`src/rtl/spi_presc_pkg.sv`:
```
package spi_presc_pkg;
  localparam int unsigned FIELD_W = 8;
  localparam int unsigned SPR_W   = 4;
  localparam int unsigned SPPR_W  = 3;
  localparam int unsigned DIV_W   = SPR_W + (1 << SPPR_W) - 1;

  typedef logic [FIELD_W-1:0] field_t;
  typedef logic [DIV_W-1:0]   div_t;
  typedef enum logic {FMT_LEGACY = 1'b0, FMT_EXT = 1'b1} fmt_e;
endpackage

```
`src/rtl/spi_presc_decode.sv`:
```
module spi_presc_decode
  import spi_presc_pkg::*;
#(
  parameter fmt_e FMT = FMT_EXT
) (
  input  field_t field_i,
  output div_t   div_o
);
  localparam div_t MIN_DIV = (FMT == FMT_EXT) ? div_t'(2) : div_t'(4);

  div_t raw_div;

  generate
    if (FMT == FMT_EXT) begin : g_ext
      logic [SPR_W-1:0]  spr;
      logic [SPPR_W-1:0] sppr;
      logic              unused_bit5;
      assign spr         = field_i[3:0];
      // exponent lsb sits apart from its two upper bits
      assign sppr        = {field_i[7:6], field_i[4]};
      assign raw_div     = div_t'(spr) << sppr;
      assign unused_bit5 = field_i[5];
    end else begin : g_leg
      logic [3:0] unused_hi;
      assign raw_div   = div_t'({field_i[3:0], 1'b0});
      assign unused_hi = field_i[7:4];
    end
  endgenerate

  assign div_o = (raw_div < MIN_DIV) ? MIN_DIV : raw_div;
endmodule

```
`src/rtl/spi_half_timer.sv`:
```
module spi_half_timer
  import spi_presc_pkg::*;
(
  input  logic clk_i,
  input  logic rst_ni,
  input  logic start_i,
  input  logic stop_i,
  input  div_t hi_len_i,
  input  div_t lo_len_i,
  output logic tog_o,
  output logic phase_o,
  output logic run_o
);
  div_t cnt_q;
  logic run_q, phase_q;
  div_t cur_len;

  assign cur_len = phase_q ? hi_len_i : lo_len_i;
  assign tog_o   = run_q && (cnt_q == cur_len);
  assign phase_o = phase_q;
  assign run_o   = run_q;

  always_ff @(posedge clk_i or negedge rst_ni) begin
    if (!rst_ni) begin
      cnt_q   <= '0;
      run_q   <= 1'b0;
      phase_q <= 1'b0;
    end else if (start_i) begin
      cnt_q   <= div_t'(1);
      run_q   <= 1'b1;
      phase_q <= 1'b1;
    end else if (stop_i) begin
      cnt_q   <= '0;
      run_q   <= 1'b0;
      phase_q <= 1'b0;
    end else if (run_q) begin
      if (cnt_q == cur_len) begin
        cnt_q   <= div_t'(1);
        phase_q <= ~phase_q;
      end else begin
        cnt_q <= cnt_q + div_t'(1);
      end
    end
  end

  a_r6_start_high_half: assert property (@(posedge clk_i) disable iff (!rst_ni)
    start_i |=> (phase_q && cnt_q == div_t'(1) && run_q));

  a_r5_strobe_flips_phase: assert property (@(posedge clk_i) disable iff (!rst_ni)
    (tog_o && !start_i && !stop_i) |=> (phase_q != $past(phase_q)));

  a_r5_count_in_range: assert property (@(posedge clk_i) disable iff (!rst_ni)
    run_q |-> (cnt_q != '0 && cnt_q <= cur_len));

  a_r10_idle_quiet: assert property (@(posedge clk_i) disable iff (!rst_ni)
    !run_q |-> (!tog_o && !phase_q));

  a_r10_stop_ends: assert property (@(posedge clk_i) disable iff (!rst_ni)
    (stop_i && !start_i) |=> !run_q);
endmodule

```
`src/rtl/spi_baud_presc.sv`:
```
module spi_baud_presc
  import spi_presc_pkg::*;
#(
  parameter fmt_e FMT = FMT_EXT
) (
  input  logic               clk_i,
  input  logic               rst_ni,
  input  logic [FIELD_W-1:0] presc_i,
  input  logic               start_i,
  input  logic               stop_i,
  output logic               tog_o,
  output logic               phase_o,
  output logic [DIV_W-1:0]   div_o
);
  localparam div_t MIN_DIV = (FMT == FMT_EXT) ? div_t'(2) : div_t'(4);

  div_t dec_div, div_q, hi_len, lo_len;
  logic run;

  spi_presc_decode #(.FMT(FMT)) u_dec (
    .field_i (presc_i),
    .div_o   (dec_div)
  );

  // divisor frozen for the whole transfer
  always_ff @(posedge clk_i or negedge rst_ni) begin
    if (!rst_ni)  div_q <= MIN_DIV;
    else if (!run) div_q <= dec_div;
  end

  assign lo_len = div_q >> 1;
  assign hi_len = div_q - lo_len;

  spi_half_timer u_tmr (
    .clk_i    (clk_i),
    .rst_ni   (rst_ni),
    .start_i  (start_i),
    .stop_i   (stop_i),
    .hi_len_i (hi_len),
    .lo_len_i (lo_len),
    .tog_o    (tog_o),
    .phase_o  (phase_o),
    .run_o    (run)
  );

  assign div_o = div_q;

  a_r8_div_frozen: assert property (@(posedge clk_i) disable iff (!rst_ni)
    run |=> $stable(div_q));

  a_r4_div_floor: assert property (@(posedge clk_i) disable iff (!rst_ni)
    div_q >= MIN_DIV);

  a_r8_idle_tracks: assert property (@(posedge clk_i) disable iff (!rst_ni)
    !run |=> (div_q == $past(dec_div)));
endmodule

```
`config.mk`:
```
export PLATFORM = sky130hd
export DESIGN_NAME = spi_baud_presc
export DESIGN_NICKNAME = d
export VERILOG_FILES = /design/src/rtl/spi_presc_pkg.sv /design/src/rtl/spi_presc_decode.sv /design/src/rtl/spi_half_timer.sv /design/src/rtl/spi_baud_presc.sv
export SDC_FILE = /design/constraint.sdc
export NUM_CORES = 1
export LEC_CHECK = 0
export BUFFER_PORTS_ARGS = -buffer_cell sky130_fd_sc_hd__buf_4
export CAP_MARGIN = 10
export CORE_ASPECT_RATIO = 0.9
export CORE_MARGIN = 1
export CORE_UTILIZATION = 64
export DETAILED_ROUTE_END_ITERATION = 16
export PLACE_DENSITY = 0.86
export SYNTH_ARGS = -nofsm -noshare
export SYNTH_HDL_FRONTEND = slang
export SYNTH_SLANG_ARGS = --single-unit
```
`constraint.sdc`:
```
create_clock -name clk_i -period 5.5 [get_ports clk_i]
set_clock_uncertainty 0.15 [all_clocks]
set_input_delay 1.1 -clock clk_i [delete_from_list [all_inputs] [get_ports clk_i]]
set_output_delay 1.1 -clock clk_i [all_outputs]
set_load 0.01 [all_outputs]
```
==> impl_results.md <==
* Status: completed
* Clk sinks at 24
* Yosys reg bits at 24
* Initial antenna violation count at 0
* Share of cells above drive strength 1 at 13.80%
* Largest net degree at the start of global routing at 30
* Setup bufs post-CTS at 0
* Yosys warning count at 0
* CTS Buf Count at 3
* IO Pins at 25
* First-pass GRT wire length at 8832 um
* Final GP Congestion at about 0.90
* Port buffer count at 23
* Synth async-reset ratio at 100.0%
* Place WS at 1.301 ns
* Endpoint class of the critical path: output port
* H-tree depth at 1
* Hold Path Depth at 2
* Synth Area in Compound Gates at 25.22%
* Starting Density at between 60% and 70%
* Least-Margin Pin Slew at roughly 0.9 ns
* Post-synth cell types at between 50 and 60
* Drt first pass iters at 7
* Main combinational cell family by area after synthesis: compound AO/OA/AOI/OAI gates
* # Max-Cap Violations at 0
* Initial DRC count at roughly 140
* CTS tree: done
* Mapped Nets at 313
* Area Overhead vs Synth at 9.692%
* Root buffer cell: clkbuf_8
* Antenna cell count at 0
* FF-to-FF path depth at 10
* Full die area at roughly 3800 um^2
* Via count at between 2000 and 2500
* DR vias/cell at ~6.3
* Routed WL at approximately 5400 um
* DP Wirelength at 4007 um
* Post-Synth Adder-Cell Area at 6.938%
* Hold Fails Final Rpt at 0
* Die Ht at between 50 and 60 um
* Gr ovfl total at 0
* Wire length per cell at ~16 um
* Gate Count Post-Synth at ~290
* Post-Syn Area at around 2300 um^2
* Worst-path fanout max at 6
* P per Cell Area at 274.6 nW/um^2
* Mean area per synthesized cell at 7.862 um^2
* Clock buffer depth at 2
* # nets final at between 300 and 400
* FMAX at approximately 220 MHz
* Chip width at between 60 and 70 um
* DRC viols at 0
* Worst slew margin at 38.70%
* WS Path Type: flop to output port
* Startpoint class of the critical path: flop
* Worst EP arrival at roughly 3.3 ns
* Most frequent cells in the layout: nand2_1, o21ai_0, dfrtp_1, buf_4, inv_1
* Fin crit share at between 80% and 90%
* Worst-skew pair later-pin latency at around 0.27 ns
* Max VDD drop at 0.0001850 V
* Final setup fails at 0
* # fillers at 280
* Vias in the first global route at 1882
* Post-route setup TNS at 0 ns
* Slew Limit Fails at 0
* Lkg Pwr at 1.076 nW
* Post-DRT Antenna Nets at 0
* RSZ-0062 raised after global routing: false
* Post-Synth Simple-Gate Area at ~24%
* Post-CTS Hold Buffers at 0
* EDFF count, synth at 0
* Final worst setup slack at slightly below 1 ns
* Post-synthesis mux area share at around 1.4%
* Worst-path clk slew at 0.09 ns
* Ys flop type: dfrtp_1
* Hold Crit Class: flop to flop
* Cts repair resizes at 0
* Core Area at ~3400 um^2
* Register area share after synthesis at 26.49%
* Worst Path Required at 4.25 ns
* Synth Area in XOR/XNOR at 8.866%
* Std cell rows at 20
* Tmin final at between 4 and 5 ns
* GRT Total Usage at 30.72%
* Most common library cell in the layout ignoring fill and taps: nand2_1
worst max-delay path: stages (launching register included):
cell	delay (ns)
dfstp_2	0.58
inv_1	0.08
fa_1	0.45
nand2b_1	0.20
a21o_1	0.24
nand3b_1	0.13
xor2_1	0.09
a2111oi_2	0.43
nand4_2	0.28
or2_0	0.29
nor2_1	0.10
buf_4	0.13
area by class of cell:
cell class	instances	area, um^2	area share, %
clock buffer	3	41.29	1.657
clock inverter	1	30.03	1.205
inverter	21	78.83	3.163
multi-input combinational	225	1513	60.69
sequential	24	601.8	24.15
tap	44	55.05	2.209
timing repair buffer	23	172.7	6.928
report_power, final:
| group | switching [mW] | internal (mW) |
|---|---|---|
| combinational | 0.180 | 0.135 |
| sequential | 0.0252 | 0.188 |
| clock | 0.0589 | 0.0973 |
metrics by stage:
| step | cells | area, um^2 | utilization (%) | power (mW) | hold WS, ns |
|---|---|---|---|---|---|
| 6_report | 341 | 2492 | 73.78 | 0.6844 | 0.4483 |
| 5_1_grt | 341 | 2492 | 73.78 | 0.7250 | 0.4746 |
| 4_1_cts | 341 | 2492 | 73.78 | 0.6811 | 0.4486 |
| 3_5_place_dp | 337 | 2421 | 71.67 | 0.5253 | 0.4358 |
| 3_3_place_gp | 337 | 2421 | 71.67 | 0.5157 | 0.4253 |
| 2_1_floorplan | 289 | 2272 | - | 0.4485 | 0.4167 |
registers in the layout, indices dropped and copies added, names as in the netlist:
| signal | flops |
|---|---|
| u_tmr.cnt_q | 11 |
| u_tmr.run_o | 1 |
| div_o | 11 |
| u_tmr.phase_o | 1 |
worst paths after layout:
check	from	endpoint	slack (ns)
worst min-delay path	div_o[1]$_DFFE_PN1N_	div_o[1]$_DFFE_PN1N_	0.45
worst max-delay path	div_o[1]$_DFFE_PN1N_	tog_o	0.96
worst max register to register	div_o[1]$_DFFE_PN1N_	u_tmr.cnt_q[3]$_DFFE_PN0P_	2.22
max in group asynchronous	rst_ni	div_o[1]$_DFFE_PN1N_	4.34
worst min register to register	div_o[1]$_DFFE_PN1N_	div_o[1]$_DFFE_PN1N_	0.45
min in group asynchronous	rst_ni	u_tmr.cnt_q[7]$_DFFE_PN0P_	0.56
synth_stat cells, types with 3 or more instances:
| master | number | area share, % |
|---|---|---|
| xor2_1 | 13 | 5.0 |
| nor2_1 | 19 | 3.1 |
| nand3b_1 | 3 | 0.99 |
| o31a_1 | 3 | 1.2 |
| clkbuf_1 | 11 | 1.8 |
| ha_1 | 11 | 6.1 |
| a21o_1 | 3 | 0.99 |
| nand4_1 | 3 | 0.83 |
| nor3_1 | 5 | 1.1 |
| inv_1 | 21 | 3.5 |
| o21ai_0 | 23 | 5.1 |
| a31oi_1 | 3 | 0.83 |
| nand2_1 | 26 | 4.3 |
| a211oi_1 | 10 | 3.3 |
| nand3_1 | 15 | 3.3 |
| nand2b_1 | 6 | 1.7 |
| dfrtp_1 | 23 | 25 |
| nor2b_1 | 3 | 0.83 |
| o211ai_1 | 7 | 2.3 |
| o22ai_1 | 3 | 0.83 |
| buf_2 | 6 | 1.3 |
| a21oi_1 | 13 | 2.9 |
| xnor2_1 | 10 | 3.9 |
| or3b_2 | 3 | 1.2 |
| and3_1 | 6 | 1.7 |
kinds of logic after synthesis:
| logic type | after synthesis |
|---|---|
| AOI/OAI and AO/OA | 83 |
| buffers and inverters | 40 |
| muxes | 3 |
| xor gates and xnor gates | 23 |
| DFF | 24 |
| and+or+nand+nor | 104 |
| adders and majority gates | 12 |
routing by layer:
layer | share of wire [%] | global-route usage [%]
met4 | 0.77 | 11.75
met3 | 6.5 | 4.264
met1 | 46 | 41.18
met5 | 0 | 0
met2 | 46 | 50.60
Power figures use the tool's default switching activity.
